===== src/rtl/tile_param_calc.sv =====
module tile_param_calc #(
  parameter int LEN_W  = 16,
  parameter int FRAC_W = 15,
  parameter int LOSS   = 4
) (
  input  logic                          clk,
  input  logic                          rst_n,
  input  logic                          start_i,
  input  logic                          dual_i,
  input  logic [LEN_W-1:0]              in_len_i,
  input  logic [LEN_W-1:0]              out_len_i,
  output logic                          done_o,
  output logic                          err_o,
  output logic [LEN_W+FRAC_W:0]         step_o,
  output logic [LEN_W:0]                l_int_o,
  output logic [FRAC_W-1:0]             l_sub_o,
  output logic [LEN_W-1:0]              l_in_len_o,
  output logic [LEN_W-1:0]              tile_out_len_o,
  output logic [LEN_W:0]                r_int_o,
  output logic [FRAC_W-1:0]             r_sub_o,
  output logic [LEN_W-1:0]              r_in_len_o
);
  localparam int NUM_W = LEN_W + FRAC_W + 1;
  localparam int INT_W = NUM_W - FRAC_W;
  localparam int CNT_W = $clog2(NUM_W);

  typedef enum logic [1:0] {S_IDLE, S_DIV, S_MUL, S_FIN} state_t;
  state_t state;

  logic [LEN_W-1:0] in_q, out_q, rem, mpl;
  logic             dual_q;
  logic [NUM_W-1:0] quo, acc;
  logic [CNT_W-1:0] cnt;
  logic             idle;

  assign idle = (state == S_IDLE);

  wire              bad_in   = (out_len_i < LEN_W'(2)) || (in_len_i == '0);
  wire [NUM_W-1:0]  dividend = (NUM_W'(in_len_i - LEN_W'(1)) << FRAC_W)
                               + NUM_W'(out_len_i) - NUM_W'(2);

  wire [LEN_W-1:0]  dvs   = out_q - LEN_W'(1);
  wire [LEN_W:0]    trial = {rem, quo[NUM_W-1]};
  wire              ge    = trial >= {1'b0, dvs};
  wire [LEN_W:0]    diff  = trial - {1'b0, dvs};

  wire [LEN_W-1:0]  gap     = dvs - LEN_W'(1) - rem;
  wire [LEN_W-1:0]  off0    = gap >> 1;
  wire              has_off = |off0;
  wire [NUM_W-1:0]  phase   = NUM_W'(1 << FRAC_W) - NUM_W'(off0);
  wire [LEN_W-1:0]  half_in = in_q >> 1;
  wire [NUM_W-1:0]  base    = NUM_W'(half_in) - NUM_W'(LOSS) - NUM_W'(has_off);
  wire [NUM_W-1:0]  off1    = phase + acc - (base << FRAC_W);
  wire [INT_W-1:0]  r_raw   = off1[NUM_W-1:FRAC_W];
  wire              odd     = r_raw[0];

  always_ff @(posedge clk or negedge rst_n) begin
    if (!rst_n) begin
      state          <= S_IDLE;
      in_q           <= '0;
      out_q          <= '0;
      dual_q         <= 1'b0;
      rem            <= '0;
      mpl            <= '0;
      quo            <= '0;
      acc            <= '0;
      cnt            <= '0;
      done_o         <= 1'b0;
      err_o          <= 1'b0;
      step_o         <= '0;
      l_int_o        <= '0;
      l_sub_o        <= '0;
      l_in_len_o     <= '0;
      tile_out_len_o <= '0;
      r_int_o        <= '0;
      r_sub_o        <= '0;
      r_in_len_o     <= '0;
    end else begin
      done_o <= 1'b0;
      case (state)
        S_IDLE: if (start_i) begin
          in_q   <= in_len_i;
          out_q  <= out_len_i;
          dual_q <= dual_i;
          if (bad_in) begin
            done_o <= 1'b1;
            err_o  <= 1'b1;
          end else begin
            err_o <= 1'b0;
            quo   <= dividend;
            rem   <= '0;
            cnt   <= '0;
            state <= S_DIV;
          end
        end
        S_DIV: begin
          quo <= {quo[NUM_W-2:0], ge};
          rem <= ge ? diff[LEN_W-1:0] : trial[LEN_W-1:0];
          cnt <= cnt + CNT_W'(1);
          if (cnt == CNT_W'(NUM_W - 1)) begin
            cnt   <= '0;
            acc   <= '0;
            mpl   <= out_q >> 1;
            state <= S_MUL;
          end
        end
        S_MUL: begin
          acc <= {acc[NUM_W-2:0], 1'b0} + (mpl[LEN_W-1] ? quo : '0);
          mpl <= mpl << 1;
          cnt <= cnt + CNT_W'(1);
          if (cnt == CNT_W'(LEN_W - 1)) state <= S_FIN;
        end
        default: begin
          step_o  <= quo;
          l_int_o <= phase[NUM_W-1:FRAC_W];
          l_sub_o <= phase[FRAC_W-1:0];
          if (dual_q) begin
            l_in_len_o     <= half_in + LEN_W'(LOSS);
            tile_out_len_o <= out_q >> 1;
            r_int_o        <= r_raw + INT_W'(odd);
            r_sub_o        <= off1[FRAC_W-1:0];
            r_in_len_o     <= half_in + LEN_W'(LOSS) + LEN_W'(has_off) + LEN_W'(odd);
          end else begin
            l_in_len_o     <= in_q;
            tile_out_len_o <= out_q;
            r_int_o        <= '0;
            r_sub_o        <= '0;
            r_in_len_o     <= '0;
          end
          done_o <= 1'b1;
          state  <= S_IDLE;
        end
      endcase
    end
  end
endmodule



===== config.mk =====
export PLATFORM = sky130hd
export DESIGN_NAME = tile_param_calc
export DESIGN_NICKNAME = d
export VERILOG_FILES = /design/src/rtl/tile_param_calc.sv
export SDC_FILE = /design/constraint.sdc
export NUM_CORES = 1
export LEC_CHECK = 0
export BUFFER_PORTS_ARGS = -buffer_cell sky130_fd_sc_hd__buf_2
export CORE_MARGIN = 1
export CORE_UTILIZATION = 50
export DETAILED_ROUTE_END_ITERATION = 16
export GPL_TIMING_DRIVEN = 0
export PLACE_DENSITY = 0.72
export SETUP_SLACK_MARGIN = 0.4
export SYNTH_ARGS = -nofsm -noshare
export SYNTH_HDL_FRONTEND = slang
export SYNTH_SLANG_ARGS = --single-unit

===== constraint.sdc =====
create_clock -name clk -period 20.5 [get_ports clk]
set_input_delay 2.05 -clock clk [delete_from_list [all_inputs] [get_ports clk]]
set_output_delay 2.05 -clock clk [all_outputs]
set_load 0.02 [all_outputs]

==> summary.md <==
| Metric | Value |
|---|---|
| Die W | `202.6 um` |
| Core Area | `39730 um2` |
| Post-Place Worst Slack | `11.17 ns` |
| Vias | `17640` |
| Slew Viols, Final | `0` |
| Latest clock arrival within the worst-skew pair | `0.60 ns` |
| Max Freq | `~0.10 GHz` |
| Syn Std Cell Area | `20130 um2` |
| Setup CP Type | `flop to flop` |
| ANT cells | `0` |
| Final WS setup | `10.97 ns` |
| Initial antenna violation count | `1` |
| Register bit total from synthesis | `265` |
| Asr flop ratio synth | `100.0%` |
| Sequential fraction of the synthesis area | `32.95%` |
| Detail Route Antenna Nets | `0` |
| Minimum clock period | `9.529 ns` |
| Vias per std cell | `5.796` |
| Synth warnings | `0` |
| Residual DRC count | `0` |
| Worst-path clk slew | `0.06 ns` |
| CTS tree | `built` |
| Worst setup EP type | `flop` |
| Post-layout util | `57.24%` |
| Fin. Hold Viols | `0` |
| Mapped Cells | `2281` |
| GRT Overall Usage | `between 20 and 30%` |
| EDFF count, synth | `0` |
| Slew @ Worst Pin | `1.254 ns` |
| Crit path max fanout | `8` |
| Max-Slew Margin vs Limit | `16.42%` |
| Outcome | `complete, no violations` |
| TritonCTS buffer count | `30` |
| Post-cts resize count | `0` |
| First-pass GRT wire length | `92710 um` |
| FILL cells | `3621` |
| Skew final | `0.02640 ns` |
| Crit start category | `flop` |
| Cell variety after synth | `roughly 110` |
| Worst Hold Class | `flop to flop` |
| Hold Buf Count CTS | `0` |
| Initial Util | `roughly half` |
| Site row count | `73` |
| Final Cycle Share | `46.48%` |
| Ys flop type | `dfrtp_1` |
| Vias in the first global route | `around 17000` |
| RSZ-0062 raised after global routing | `no` |
| GPL Wtd Cong | `0.9413` |
| Vert. Die Dim | `202.6 um` |
| First-pass DRT Iterations | `6` |
| Post-DR wirelength/cell | `19.48 um` |
| Layout Nets | `2714` |
| CP arrival | `10.00 ns` |
| CP dominant cell by count | `ha_1` |
| Worst Path Required | `20.97 ns` |
| Multi-input logic area | `roughly 12000 um2` |
| CP max-delay cell | `a2111oi_0` |
| Maximum clock path buffer count | `3` |
| Pin count of the biggest net entering global routing | `123` |
| Congestion Overflow GR | `0` |
| Synth Area per Inst | `around 8.8 um2` |
| # IOs | `182` |
| Num Clock Sinks | `265` |
| CTS H-tree depth | `1` |
| Clk root buf | `clkbuf_16` |
| Layout cells sized above 1 | `13.62%` |
| Placed Cells | `2988` |
| Final TNS setup | `0 ns` |
| Final HPWL DP | `46730 um` |
| Final setup viols | `0` |
| Die area | `between 40000 and 50000 um2` |
| Max-cap violations | `0` |
| Final cell count without fillers | `3044` |
| Critical path's largest stage delay | `0.61 ns` |
| Final WL | `~60000 um` |
| Initial DRC count | `1433` |
| IO Port Bufs | `164` |
| Reg area | `6631 um2` |
| Area Growth Syn to Fin | `12.99%` |
| Post-CTS Setup Inserts | `0` |
==> synthesized netlist by cell type (all sizes together) (19+ instances only) <==
master  instances  share of area (%)
nand3          41                1.0
nand4          22               0.68
nor2b          21               0.69
xnor2         124                5.4
mux2i          45                2.2
o21a           20               0.75
xor2           62                2.7
nor2          145                2.8
and2           37                1.2
and3           24               0.76
mux2           52                2.9
a22o           34                1.5
o31ai          19               0.80
o21ai         176                4.5
ha            177                 11
a21oi         154                3.9
dfrtp         265                 33
buf            33                1.0
a21o           51                1.9
nand2         190                3.6
nor3           39               0.97
clkbuf         84                1.6
inv           158                3.0
or3            23               0.75
==> logic make-up after synthesis <==
logic type	after synthesis	synth area share (%)
mux	97	5.147
compound gates	632	20.55
xor+xnor	186	8.131
other cells	1	0.01863
buf+inv	277	5.682
simple gates	640	15.93
fa+ha+maj	183	11.60
flops	265	32.95
==> flip-flops by register name, indices dropped and copies added (netlist names) <==
signal / flops
state: 2
in_q: 16
done_o: 1
l_sub_o: 15
rem: 16
err_o: 1
step_o: 32
quo: 32
mpl: 16
r_sub_o: 15
tile_out_len_o: 16
dual_q: 1
l_in_len_o: 16
r_in_len_o: 16
r_int_o: 16
cnt: 5
l_int_o: 1
out_q: 16
acc: 32
==> final timing paths <==
kind | startpoint | end | slack (ns) | cells past startpoint
min | l_in_len_o[4]$_DFFE_PN0N_ | l_in_len_o[4]$_DFFE_PN0N_ | 0.48 | 1
max | out_q[2]$_DFFE_PN0P_ | r_int_o[16]$_DFFE_PN0N_ | 10.97 | 32
max reg2reg | out_q[2]$_DFFE_PN0P_ | r_int_o[16]$_DFFE_PN0N_ | 10.97 | 32
min in group asynchronous | rst_n | r_sub_o[14]$_DFFE_PN0N_ | 1.31 | 1
max in group asynchronous | rst_n | tile_out_len_o[4]$_DFFE_PN0N_ | 18.27 | 2
min reg2reg | l_in_len_o[4]$_DFFE_PN0N_ | l_in_len_o[4]$_DFFE_PN0N_ | 0.48 | 1
==> metrics by stage <==
| stage | instance area, um2 | hold slack, ns |
|---|---|---|
| after floorplan | 20190 | 0.4432 |
| after global placement | 21670 | 0.4619 |
| after detailed placement | 21730 | 0.4676 |
| after CTS | 22740 | 0.4813 |
| after global routing | 22740 | 0.4985 |
| final | 22740 | 0.4802 |
==> per-layer routing <==
metal | part of all wire [%] | vias up | GRT usage [%] | wire, um
met2 | 44 | 587 | 44.69 | 26210
met4 | 3.5 | 0 | 10.58 | 2103
li1 | - | 8547 | - | -
met5 | 0 | - | 0 | 0
met1 | 46 | 8409 | 40.69 | 27340
met3 | 6.1 | 100 | 3.194 | 3621
==> worst max-delay path: cells and delay by family, from the launching register on <==
family          cells  cell delay, ns
fa+ha+maj           4            1.29
xor+xnor            3            0.73
compound gates      9            2.64
buf+inv             1            0.25
simple gates       15            4.13
flops               1            0.36
==> cell type report <==
cell class / instances / area share [%]
clock buffers: 38 / 3.565
well taps: 525 / 2.888
plain buffers: 118 / 2.393
clock inverters: 18 / 0.8803
flip-flops and latches: 265 / 29.16
repair buffers: 166 / 3.895
inverters: 159 / 2.635
multi-input cells: 1755 / 54.58
==> cells in the final DEF (no fill, tap or decap), types with 13 or more instances in the layout <==
master	netlist	routed
o21bai_1	18	18
clkbuf_16	0	30
ha_1	177	177
nand2_1	189	189
a21o_1	50	50
inv_1	155	155
or3_1	21	21
o22ai_1	16	16
mux2_2	52	52
buf_4	17	17
a21oi_1	150	150
o21a_1	20	20
nor2_1	143	143
nand2b_1	18	18
o21ai_0	167	167
and3_1	22	22
nand4_1	22	22
a211oi_1	15	15
nand3_1	41	41
xnor2_1	123	123
o211ai_1	13	13
and2_1	36	36
buf_2	2	165
a31oi_1	17	17
nor2b_1	20	20
o31ai_1	17	17
a22o_1	34	34
conb_1	1	17
clkbuf_1	82	87
mux2i_1	45	45
dfrtp_1	265	265
nor4_1	14	14
xor2_1	62	62
nor3_1	39	39
Power is not shown: default switching activity piles up to over one toggle a cycle in this logic, so the estimate is an artifact.
